**config.mk**
```make
export PLATFORM = sky130hd
export DESIGN_NAME = sc_dds_lock
export DESIGN_NICKNAME = d
export VERILOG_FILES = /design/src/rtl/sc_dds_pkg.sv /design/src/rtl/sc_dds_regbank.sv /design/src/rtl/sc_dds_lockrx.sv /design/src/rtl/sc_dds_phase_acc.sv /design/src/rtl/sc_dds_lock.sv
export SDC_FILE = /design/constraint.sdc
export NUM_CORES = 1
export LEC_CHECK = 0
export BUFFER_PORTS_ARGS = -buffer_cell sky130_fd_sc_hd__buf_2
export CORE_MARGIN = 8
export CORE_UTILIZATION = 25
export DETAILED_ROUTE_END_ITERATION = 16
export GPL_ROUTABILITY_DRIVEN = 0
export PLACE_DENSITY = 0.52
export SYNTH_ARGS = -nofsm -noshare
export SYNTH_HDL_FRONTEND = slang
export SYNTH_SLANG_ARGS = --single-unit
```
**constraint.sdc**
```tcl
create_clock -name clk -period 3.45 [get_ports clk]
set_clock_uncertainty 0.05 [all_clocks]
set_input_delay 0.69 -clock clk [delete_from_list [all_inputs] [get_ports clk]]
set_output_delay 0.69 -clock clk [all_outputs]
set_load 0.05 [all_outputs]
```
**src/rtl/sc_dds_pkg.sv**
```systemverilog
package sc_dds_pkg;

   localparam int unsigned DEF_ACC_W  = 32;
   localparam int unsigned DEF_BYTE_W = 8;
   localparam int unsigned DEF_INC_W  = 22;
   localparam logic [31:0] NTSC_WORD  = 32'h21F0_7C1F;

   typedef enum logic {
      SRC_REGS = 1'b0,
      SRC_LOCK = 1'b1
   } word_src_e;

   typedef struct packed {
      logic seq_bit;
      logic rst_bit;
   } frame_flags_t;

endpackage

```
**src/rtl/sc_dds_regbank.sv**
```systemverilog
module sc_dds_regbank #(
   parameter int unsigned ACC_W      = 32,
   parameter int unsigned BYTE_W     = 8,
   parameter logic [ACC_W-1:0] RESET_WORD = '0,
   localparam int unsigned NBYTES    = ACC_W / BYTE_W,
   localparam int unsigned AW        = (NBYTES > 1) ? $clog2(NBYTES) : 1
) (
   input  logic              clk,
   input  logic              rst_n,
   input  logic              wr_en,
   input  logic [AW-1:0]     wr_addr,
   input  logic [BYTE_W-1:0] wr_data,
   output logic [ACC_W-1:0]  word_o
);

   generate
      if (ACC_W % BYTE_W != 0) begin : g_bad_split
         $error("sc_dds_regbank: ACC_W must be a multiple of BYTE_W");
      end
   endgenerate

   genvar gi;
   generate
      for (gi = 0; gi < NBYTES; gi++) begin : g_lane
         logic [BYTE_W-1:0] lane_q;
         always_ff @(posedge clk or negedge rst_n) begin
            if (!rst_n) begin
               lane_q <= RESET_WORD[gi*BYTE_W +: BYTE_W];
            end else if (wr_en && (wr_addr == AW'(gi))) begin
               lane_q <= wr_data;
            end
         end
         assign word_o[gi*BYTE_W +: BYTE_W] = lane_q;
      end
   endgenerate

   // a write lands in the addressed byte at the next edge
   p_write_lands_r2: assert property (@(posedge clk) disable iff (!rst_n)
      wr_en |=> (word_o[$past(wr_addr)*BYTE_W +: BYTE_W] == $past(wr_data)));

endmodule

```
**src/rtl/sc_dds_lockrx.sv**
```systemverilog
module sc_dds_lockrx #(
   parameter int unsigned INC_W     = 22,
   parameter bit          MSB_FIRST = 1'b1,
   localparam int unsigned FRAME_BITS = INC_W + 2,
   localparam int unsigned CNT_W      = $clog2(FRAME_BITS + 1)
) (
   input  logic             clk,
   input  logic             rst_n,
   input  logic             ser_i,
   output logic             done_o,
   output logic [INC_W-1:0] inc_o,
   output logic             seq_o,
   output logic             rst_o
);

   generate
      if (INC_W < 1) begin : g_bad_inc
         $error("sc_dds_lockrx: INC_W must be at least 1");
      end
   endgenerate

   logic             ser_q;
   logic             busy_q;
   logic [CNT_W-1:0] cnt_q;
   logic [INC_W:0]   sh_q;
   logic             start;
   logic             last;

   assign start = !busy_q && ser_q && !ser_i;
   assign last  = busy_q && (cnt_q == CNT_W'(FRAME_BITS - 1));

   always_ff @(posedge clk or negedge rst_n) begin
      if (!rst_n) begin
         ser_q  <= 1'b0;
         busy_q <= 1'b0;
         cnt_q  <= '0;
         sh_q   <= '0;
      end else begin
         ser_q <= ser_i;
         if (start) begin
            busy_q <= 1'b1;
            cnt_q  <= '0;
         end else if (busy_q) begin
            sh_q  <= {sh_q[INC_W-1:0], ser_i};
            cnt_q <= cnt_q + 1'b1;
            if (last) begin
               busy_q <= 1'b0;
            end
         end
      end
   end

   assign done_o = last;
   assign seq_o  = sh_q[0];
   assign rst_o  = ser_i;

   genvar gb;
   generate
      if (MSB_FIRST) begin : g_msb
         assign inc_o = sh_q[INC_W:1];
      end else begin : g_lsb
         for (gb = 0; gb < INC_W; gb++) begin : g_rev
            assign inc_o[gb] = sh_q[INC_W - gb];
         end
      end
   endgenerate

   // bit counter never passes the frame length
   p_cnt_bound_r4: assert property (@(posedge clk) disable iff (!rst_n)
      busy_q |-> (cnt_q < CNT_W'(FRAME_BITS)));

   // capture only opens after a sampled high-to-low step
   p_start_on_fall_r4: assert property (@(posedge clk) disable iff (!rst_n)
      $rose(busy_q) |-> ($past(ser_q) && !$past(ser_i)));

   // a frame in progress is never cut short
   p_no_restart_r10: assert property (@(posedge clk) disable iff (!rst_n)
      (busy_q && !last) |=> (busy_q && (cnt_q == $past(cnt_q) + 1'b1)));

endmodule

```
**src/rtl/sc_dds_phase_acc.sv**
```systemverilog
module sc_dds_phase_acc #(
   parameter int unsigned ACC_W = 32
) (
   input  logic             clk,
   input  logic             rst_n,
   input  logic [ACC_W-1:0] step_i,
   input  logic             clear_i,
   output logic [ACC_W-1:0] phase_o
);

   generate
      if (ACC_W < 2) begin : g_bad_acc
         $error("sc_dds_phase_acc: ACC_W must be at least 2");
      end
   endgenerate

   logic [ACC_W-1:0] phase_q;

   always_ff @(posedge clk or negedge rst_n) begin
      if (!rst_n) begin
         phase_q <= '0;
      end else if (clear_i) begin
         phase_q <= '0;
      end else begin
         phase_q <= phase_q + step_i;
      end
   end

   assign phase_o = phase_q;

   // a clear request leaves the phase at zero
   p_clear_zero_r7: assert property (@(posedge clk) disable iff (!rst_n)
      clear_i |=> (phase_o == '0));

endmodule

```
**src/rtl/sc_dds_lock.sv**
```systemverilog
module sc_dds_lock
   import sc_dds_pkg::*;
#(
   parameter int unsigned ACC_W      = DEF_ACC_W,
   parameter int unsigned BYTE_W     = DEF_BYTE_W,
   parameter int unsigned INC_W      = DEF_INC_W,
   parameter logic [ACC_W-1:0] RESET_WORD = ACC_W'(NTSC_WORD),
   parameter bit          MSB_FIRST  = 1'b1,
   localparam int unsigned LOW_W     = ACC_W - INC_W,
   localparam int unsigned NBYTES    = ACC_W / BYTE_W,
   localparam int unsigned AW        = (NBYTES > 1) ? $clog2(NBYTES) : 1
) (
   input  logic              clk,
   input  logic              rst_n,
   input  logic              wr_en,
   input  logic [AW-1:0]     wr_addr,
   input  logic [BYTE_W-1:0] wr_data,
   input  logic              lock_mode,
   input  logic              pal_mode,
   input  logic              lock_ser,
   output logic [ACC_W-1:0]  phase,
   output logic              line_inv
);

   generate
      if (INC_W >= ACC_W) begin : g_bad_merge
         $error("sc_dds_lock: INC_W must be narrower than ACC_W");
      end
   endgenerate

   logic [ACC_W-1:0] reg_word;
   logic [ACC_W-1:0] lock_word;
   logic [ACC_W-1:0] act_word;
   logic             rx_done;
   logic [INC_W-1:0] rx_inc;
   frame_flags_t     rx_flags;
   logic [INC_W-1:0] held_inc_q;
   logic             seq_q;
   logic             acc_clear;
   word_src_e        src;

   sc_dds_regbank #(
      .ACC_W      (ACC_W),
      .BYTE_W     (BYTE_W),
      .RESET_WORD (RESET_WORD)
   ) u_regs (
      .clk     (clk),
      .rst_n   (rst_n),
      .wr_en   (wr_en),
      .wr_addr (wr_addr),
      .wr_data (wr_data),
      .word_o  (reg_word)
   );

   sc_dds_lockrx #(
      .INC_W     (INC_W),
      .MSB_FIRST (MSB_FIRST)
   ) u_rx (
      .clk    (clk),
      .rst_n  (rst_n),
      .ser_i  (lock_ser),
      .done_o (rx_done),
      .inc_o  (rx_inc),
      .seq_o  (rx_flags.seq_bit),
      .rst_o  (rx_flags.rst_bit)
   );

   always_ff @(posedge clk or negedge rst_n) begin
      if (!rst_n) begin
         held_inc_q <= '0;
         seq_q      <= 1'b0;
      end else if (rx_done) begin
         held_inc_q <= rx_inc;
         seq_q      <= rx_flags.seq_bit;
      end
   end

   assign src       = lock_mode ? SRC_LOCK : SRC_REGS;
   assign lock_word = {held_inc_q, reg_word[LOW_W-1:0]};

   always_comb begin
      unique case (src)
         SRC_LOCK: act_word = lock_word;
         default:  act_word = reg_word;
      endcase
   end

   assign acc_clear = rx_done && rx_flags.rst_bit && (src == SRC_LOCK);

   sc_dds_phase_acc #(
      .ACC_W (ACC_W)
   ) u_acc (
      .clk     (clk),
      .rst_n   (rst_n),
      .step_i  (act_word),
      .clear_i (acc_clear),
      .phase_o (phase)
   );

   assign line_inv = pal_mode && (src == SRC_LOCK) && seq_q;

   // held increment only moves when a frame completes
   p_hold_inc_r6: assert property (@(posedge clk) disable iff (!rst_n)
      !rx_done |=> $stable(held_inc_q));

   // NTSC never reports an inverted line
   p_ntsc_flat_r9: assert property (@(posedge clk) disable iff (!rst_n)
      !pal_mode |-> !line_inv);

   // in register mode a completing frame still just adds the register word
   p_regmode_add_r8: assert property (@(posedge clk) disable iff (!rst_n)
      (!lock_mode && rx_done) |=> (phase == $past(phase) + $past(reg_word)));

endmodule

```
; Yosys cells after proc, flatten, opt, wreduce, memory -nomap -nowiden
; Index checks and enable logic that the tools add are counted.
[word_totals]
regBits = 117
in_bits = 16
[op_classes]
n_eq_ne = 4
reduce_logical = 16
n_bitwise = 1
muxes = 8
addsub = 2
[ops]
columns = cell, n
row1 = $mux W32, 2
row2 = $add A32 B32 Y32, 1
row3 = $logic_and A1 B1 Y1, 11
row4 = $mux W5, 2
row5 = $add A5 B1 Y5 const B, 1
row6 = $eq A5 B5 Y1 const B, 1
row7 = $eq A2 B2 Y1 const B, 2
row8 = $mux W1, 4
row9 = $eq A2 B1 Y1 const B, 1
row10 = $logic_not A1 Y1, 2
row11 = $logic_not A2 Y1, 1
row12 = $reduce_and A2 Y1, 1
row13 = $reduce_bool A2 Y1, 1
row14 = $not A1 Y1, 1

; Depth between registers and ports, before layout
; Gate-level depths: netlist (run 1).
[logic_depth]
word_depth = 5
ltp_mapped = 12
ltp_nobuf = 10

; Hierarchy
; Synthesis (run 1) repeated with hierarchy kept, for this count alone.
[unflattened]
cells_unflattened = 543
hier_area_um2 = 6511.2
[by_module_without_submodules]
columns = mod, cells_per_inst, area_per_inst_um2, instances
row1 = sc_dds_phase_acc, 321, 2750.1, 1
row2 = sc_dds_lock, 76, 1331.3, 1
row3 = sc_dds_regbank, 68, 1232.4, 1
row4 = sc_dds_lockrx, 78, 1197.4, 1

; Worst setup path after synthesis (run 1)
; OpenSTA, ideal clock, no wires.
[synth_path]
kind = input -> register
from = input port lock_mode
to = register u_acc.phase_q[28], in the netlist u_acc.phase_o[28]
setup_slack_ps = 117
t_arrival_ps = 3206
cell_stages = 12
setup_time_ps = 76
n_path_buf = 3
cell_sequence = buf_4 > clkbuf_1 > mux2_2 > ha_1 > buf_2 > nand2_2 > nor3_4 > o211ai_2 > a311oi_2 > nand2_1 > a2111o_1 > o21ai_1
[synth_between]
elab_chain_len = 4
[synth_lines]
columns = item, line
row1 = from (decl), sc_dds_lock.sv:18  ; input logic lock_mode,
row2 = $mux W1 *, sc_dds_lock.sv:78  ; assign src = lock_mode ? SRC_LOCK : SRC_REGS;
row3 = $mux W32, sc_dds_lock.sv:82  ; unique case (src)
row4 = $add A32 B32 Y32, sc_dds_phase_acc.sv:25  ; phase_q <= phase_q + step_i;
row5 = $mux W32 *, sc_dds_phase_acc.sv:22  ; end else if (clear_i) begin
row6 = to (signal assigned), sc_dds_phase_acc.sv:25
row7 = to (decl), sc_dds_phase_acc.sv:17  ; logic [ACC_W-1:0] phase_q;
; Mark *: on every way between the ends. The rest lies on a longest branch, timed or not.
; A chain may end at the register's enable or synchronous reset.

; Worst setup path in the final report (run 1)
[layout_path]
from = register u_regs.g_lane[0].lane_q[0]
to = register u_acc.phase_q[22], in the netlist u_acc.phase_o[22]
[layout_between]
elab_chain_len = 3
[layout_lines]
columns = item, line
row1 = from (decl), sc_dds_regbank.sv:25  ; logic [BYTE_W-1:0] lane_q;
row2 = from (signal assigned), sc_dds_regbank.sv:28  ; lane_q <= RESET_WORD[gi*BYTE_W +: BYTE_W];
row3 = from (signal assigned), sc_dds_regbank.sv:30  ; lane_q <= wr_data;
row4 = $mux W32, sc_dds_lock.sv:82
row5 = $add A32 B32 Y32, sc_dds_phase_acc.sv:25
row6 = $mux W32, sc_dds_phase_acc.sv:22
; Every way passes these cells.

==> reports/qor.yml, run 1 <==
outcome:
  outcome: "completed"
setup_path:
  worstPathRequired_ns: 3.67
  reg2reg_from: "u_regs.g_lane[0].lane_q[0]"
  rr_endpoint: "u_acc.phase_o[22]"
  critPathBufInv: 1
  path_cells: "ha_1 > inv_1 > fa_1 > nand2b_1 > a21oi_1 > o21ai_0 > o211ai_1 > o21ai_0 > xor2_1 > nor2_1"
  crit_path_end_kind: "flop"
  critPathTopFamily: "compound AO/OA/AOI/OAI gates"
  cp_common_cell: "o21ai_0"
  cp_slowest_stage_delay_ns: 0.52
  path_class: "reg2reg"
  crit_fanout: 3
  crit_arrival_ns: 3.24
  regToRegSetupSlack_ns: 0.43
  rr_worst_depth: 10
  crit_slowest_cell: "dfstp_2"
  worst_setup_path_start_kind: "flop"
detailed_routing:
  vias: 4621
  viasPerCell: 4.530
  post_drt_wl_per_cell_um: 16.07
  routed_wl_mm: 16.39
  drt_iter0_drc: 264
  drc: 0
  first_pass_iters: 4
  ant_nets: 0
sta:
  rsz0062_at_grt: "false"
  final_max_slew_viol_count: 0
  clock.fmax_mhz: 330.6
  slew_headroom_pct: 46.56
  tightest_slew_ns: 0.8015
  fin_crit_sh_pct: 87.67
  fin_crit_ns: 3.025
  tns_ns: 0
  setup_viol_count_final: 0
  holdWs_ns: 0.2814
  hold_viol: 0
clocking:
  clock_latency_ns: 0.41
  hold_buffers: 0
  path_clk_slew_ns: 0.06
  postCtsSetupBuffers: 0
  ctsResizeCount: 0
  htree_levels: 4
  clock-root-buffer: "clkbuf_16"
  cts_buffers: 17
  cts_tree: "done"
  cts_buffer_depth: 2
  cts.sinks: 117
logic_synthesis:
  syn_area_per_cell_um2: 10.28
  yosysWarnings: 0
  seq_area_frac_synth_pct: 47.24
  synthCells: 607
  ys_ff_latch: 117
  synth_area_um2: 6240
  syn_nets: 656
  async_flop_share_pct: 100.0
  ys.flop_type: "dfrtp_1"
  ys_types: 57
  synth_edf_count: 0
placement:
  port_buffers: 48
  hpwlAfterDp_mm: 12.47
  dpl_cell_area_um2: 6993
grt:
  first_global_vias: 4821
  grt_max_degree: 54
  grt_first_pass_wirelength_mm: 26.32
  track_usage_pct: 11.01
  grt-ovfl-total: 0
  antenna_found_initial: 0
finish:
  final_common_cell: "nand2_1"
  n_antenna_cell: 0
  drive_gt1_share_pct: 29.71
  area_delta_synth_final_pct: 22.04
  mostFrequentLayoutCells: "nand2_1 (111), dfrtp_1 (101), mux2_2 (75)"
  final_nets: 727
  design_area_um2: 7615
  post-route-util_pct: 30.68
die:
  io_pins: 49
  initial_utilization_pct: 25.14
  core_um2: 24820
  die_h_um: 174.0
  die_area_um2: 30270
  row_count: 58
  die_x_um: 174.0
run:
  drv_cap: 0
hold_path:
  hp-class: "in2async"
layer usage:
metal / vias to the layer above / track usage (%) / part of all wire [%]
li1: 2280 / - / -
met2: 74 / 17.38 / 47
met5: - / 0 / 0
met4: 0 / 4.168 / 2.1
met3: 23 / 2.864 / 3.9
met1: 2244 / 14.23 / 47
cell type report:
cell class	count	area [um^2]
fillers	2600	17200
clock buffers	19	442.9
inverters	10	37.54
multi-input cells	458	3157
clock inverters	12	178.9
flip-flops and latches	117	2948
repair buffers	74	437.9
well taps	330	412.9
registers in the layout, summed over array words and instances, names as in the netlist:
signal	count
u_acc.phase_o	32
u_regs.g_lane.lane_q	32
u_rx.sh_q	23
held_inc_q	22
u_rx.cnt_q	5
seq_q	1
u_rx.busy_q	1
u_rx.ser_q	1
synth_stat cells, drive strengths merged, types with 2 or more instances:
| library cell | count | area (um^2) |
|---|---|---|
| a31oi | 2 | 12.51 |
| ha | 32 | 400.4 |
| xor2 | 16 | 140.1 |
| a221o | 2 | 20.02 |
| nand2 | 114 | 435.4 |
| o21a | 8 | 60.06 |
| nor3b | 2 | 20.02 |
| inv | 10 | 37.54 |
| a21boi | 3 | 22.52 |
| nand2b | 4 | 25.02 |
| o21ai | 23 | 115.1 |
| xnor2 | 10 | 87.58 |
| dfrtp | 101 | 2527 |
| nand3 | 8 | 40.04 |
| a211o | 3 | 26.28 |
| nor2b | 2 | 12.51 |
| and2 | 4 | 25.02 |
| o211ai | 8 | 65.06 |
| mux2 | 75 | 844.6 |
| a21oi | 36 | 183.9 |
| nor3 | 11 | 66.32 |
| nand4 | 8 | 50.05 |
| nor4 | 2 | 12.51 |
| dfstp | 16 | 420.4 |
| a21o | 10 | 75.07 |
| nor2 | 48 | 180.2 |
| clkbuf | 12 | 47.55 |
| and3 | 4 | 25.02 |
| buf | 10 | 50.04 |
| nand3b | 2 | 15.01 |
| a211oi | 5 | 37.54 |
kinds of logic after synthesis:
kind of cell / after synthesis / share of synthesized area (%)
fa+ha+maj: 33 / 6.737
xor+xnor: 26 / 3.649
buf+inv: 32 / 2.166
simple gates: 213 / 15.02
mux: 76 / 13.70
compound gates: 110 / 11.49
flops: 117 / 47.24
worst max-delay path by stage:
stage                                          start           endpoint  slack [ns]  cells past startpoint
after global placement                     lock_mode  u_acc.phase_o[28]        0.03                     10
final                     u_regs.g_lane[0].lane_q[0]  u_acc.phase_o[22]        0.43                     10
after CTS                 u_regs.g_lane[0].lane_q[0]  u_acc.phase_o[22]        0.43                     10
after global routing                       lock_mode  u_acc.phase_o[24]        0.26                     11
after floorplan                            lock_mode  u_acc.phase_o[28]        0.12                     12
after detailed placement                   lock_mode  u_acc.phase_o[28]        0.05                     10
per-stage QoR:
| stage | std cells | setup WS [ns] |
|---|---|---|
| after floorplan | 607 | 0.1174 |
| after global placement | 989 | 0.02888 |
| after detailed placement | 989 | 0.04617 |
| after CTS | 1020 | 0.4317 |
| after global routing | 1020 | 0.2646 |
| final | 1020 | 0.4253 |
worst reg2reg max path: stages (launching register included):
cell and delay [ns]:
dfstp_2 0.52, ha_1 0.16, inv_1 0.06, fa_1 0.41
nand2b_1 0.19, a21oi_1 0.34, o21ai_0 0.31, o211ai_1 0.46
o21ai_0 0.19, xor2_1 0.16, nor2_1 0.05
Power of run 1 is left out: the tool's default activity adds up to more than one toggle a clock period on the data nets, which glitch-free logic cannot reach.
==> run 2: changes to the inputs <==
--- a/config.mk
+++ b/config.mk
@@ -10,7 +10,9 @@
 export CORE_UTILIZATION = 25
 export DETAILED_ROUTE_END_ITERATION = 16
 export GPL_ROUTABILITY_DRIVEN = 0
+export HOLD_SLACK_MARGIN = 0.05
 export PLACE_DENSITY = 0.52
+export REMOVE_ABC_BUFFERS = 1
 export SYNTH_ARGS = -nofsm -noshare
 export SYNTH_HDL_FRONTEND = slang
 export SYNTH_SLANG_ARGS = --single-unit
==> run 2 against run 1 <==
Compared with the run above: sequential share of layout area decreased by 0.16 points; cell count is 0.49% higher; fmax shrank 0.69%; register-to-register slack gained 0.09 ns; count of clock-buffer cells in the layout grew 7; critical path type is now in2reg; wire length down 0.19%; flip-flop and latch count unchanged; critical path depth unchanged; non-clock buffer count up 4; die area stayed put; via count rose by 2.5%.
==> reports/qor.yml, run 2 (synthesized netlist as in run 1, its figures left out) <==
clocking:
  cts_tree: "done"
  htree_levels: 4  # unchanged
  cts.sinks: 117  # unchanged
  path_clk_slew_ns: 0.05  # about the same
  cts_buffers: 17  # unchanged
  clock-root-buffer: "clkbuf_16"
  postCtsSetupBuffers: 0  # unchanged
  hold_buffers: 0  # unchanged
  ctsResizeCount: 0  # unchanged
  clock_latency_ns: 0.42  # about the same
  cts_buffer_depth: 2  # unchanged
setup_path:
  worst_setup_path_start_kind: "input pin"
  path_class: "in2reg"
  crit_path_end_kind: "flop"
  crit_arrival_ns: 3.28  # +0.04 ns
  reg2reg_from: "u_regs.g_lane[0].lane_q[0]"
  crit_fanout: 13  # +10
  regToRegSetupSlack_ns: 0.52  # +0.09 ns
  rr_worst_depth: 10  # unchanged
  rr_endpoint: "u_acc.phase_o[28]"
  worstPathRequired_ns: 3.68  # about the same
die:
  die_area_um2: 30270  # unchanged
  initial_utilization_pct: 25.14  # unchanged
  die_h_um: 174.0  # unchanged
  io_pins: 49  # unchanged
  row_count: 58  # unchanged
  core_um2: 24820  # unchanged
  die_x_um: 174.0  # unchanged
grt:
  grt_use_met2_pct: 16.59  # -0.80 points
  grt-ovfl-total: 0  # unchanged
  grt_first_pass_wirelength_mm: 26.48  # +0.58%
  grt_max_degree: 50  # -7.4%
  met1_usage_pct: 15.70  # +1.5 points
  track_usage_pct: 11.08  # +0.068 points
  grt-busiest-layer: "met2"
  first_global_vias: 4764  # -1.2%
  grt_use_met3_pct: 2.799  # -0.065 points
  antenna_found_initial: 1  # +1
detailed_routing:
  ant_nets: 0  # unchanged
  viasPerCell: 4.621  # +2.0%
  first_pass_iters: 4  # unchanged
  drc: 0  # unchanged
  post_drt_wl_per_cell_um: 15.96  # -0.68%
  vias: 4737  # +2.5%
  routed_wl_mm: 16.36  # -0.19%
  drt_iter0_drc: 252  # -4.5%
placement:
  port_buffers: 48  # unchanged
  dpl_worst_slack_ns: 0.06280  # +0.01663 ns
  hpwlAfterDp_mm: 12.53  # +0.48%
  dpl_cell_area_um2: 7036  # +0.61%
sta:
  slew_headroom_pct: 50.48  # +3.9 points
  tns_ns: 0  # unchanged
  tightest_slew_ns: 0.7396  # -0.06191 ns
  clock.fmax_mhz: 328.3  # -0.69%
  fin_crit_sh_pct: 88.28  # +0.61 points
  rsz0062_at_grt: "false"
  final_max_slew_viol_count: 0  # unchanged
  setup_slack_ns: 0.4042  # -0.02108 ns
  setup_viol_count_final: 0  # unchanged
  hold_viol: 0  # unchanged
  fin_crit_ns: 3.046  # +0.02108 ns
finish:
  fillers: 2598  # -0.077%
  design_area_um2: 7646  # +0.41%
  multi_input_area_um2: 3157  # unchanged
  post-route-util_pct: 30.81  # +0.13 points
  n_antenna_cell: 0  # unchanged
  area_delta_synth_final_pct: 22.54
  regArea_um2: 2948  # unchanged
  drive_gt1_share_pct: 29.93  # +0.22 points
  final_nets: 731  # +0.55%
  final_common_cell: "nand2_1"
  mostFrequentLayoutCells: "nand2_1 (111), dfrtp_1 (101), mux2_2 (75)"
run:
  drv_cap: 0  # unchanged
outcome:
  outcome: "completed"
hold_path:
  hp-class: "in2async"
[run 2: cell types whose count changed in the layout (fill, tap and decap cells not counted)]
cell and delta:
clkinv_2 -2, bufinv_16 -2, buf_12 +1, clkbuf_1 +2, buf_4 +3, inv_6 -1
clkinv_4 -1, clkbuf_8 +5
[run 2: critical path: stages]
cell	delay, ns
buf_2	0.31
mux2_2	0.38
ha_1	0.38
nand2_1	0.13
nor4_1	0.41
a22oi_2	0.19
a211oi_1	0.29
buf_4	0.16
nor3_1	0.04
nor3_1	0.29
[run 2: final cells by class]
type / count / share of cell area (%)
clock buffers: 26 / 6.791
repair buffers: 78 / 6.284
well taps: 330 / 5.400
inverters: 10 / 0.4909
multi-input cells: 458 / 41.29
flip-flops and latches: 117 / 38.55
clock inverters: 6 / 1.195
[run 2: worst max path at each step]
stage / start / end / slack, ns
floorplan: u_rx.busy_q / u_acc.phase_o[23] / 0.34
global placement: lock_mode / u_acc.phase_o[29] / 0.08
detailed placement: lock_mode / u_acc.phase_o[29] / 0.06
CTS: lock_mode / u_acc.phase_o[29] / 0.48
global route: u_regs.g_lane[0].lane_q[0] / u_acc.phase_o[22] / 0.25
finish: lock_mode / u_acc.phase_o[25] / 0.40
[run 2: layer usage]
metal | part of all wire (%) | vias up
li1 | - | 2295
met1 | 50 | 2339
met2 | 44 | 88
met3 | 4.8 | 15
met4 | 0.98 | 0
met5 | 0 | -
[run 2: stage by stage]
step / cells / hold WS, ns
finish: 1025 / 0.2603
global route: 1025 / 0.3114
CTS: 1025 / 0.2838
detailed placement: 993 / 0.4172
global placement: 993 / 0.4101
floorplan: 585 / 0.3444
Power of run 2 is left out for the same reason.
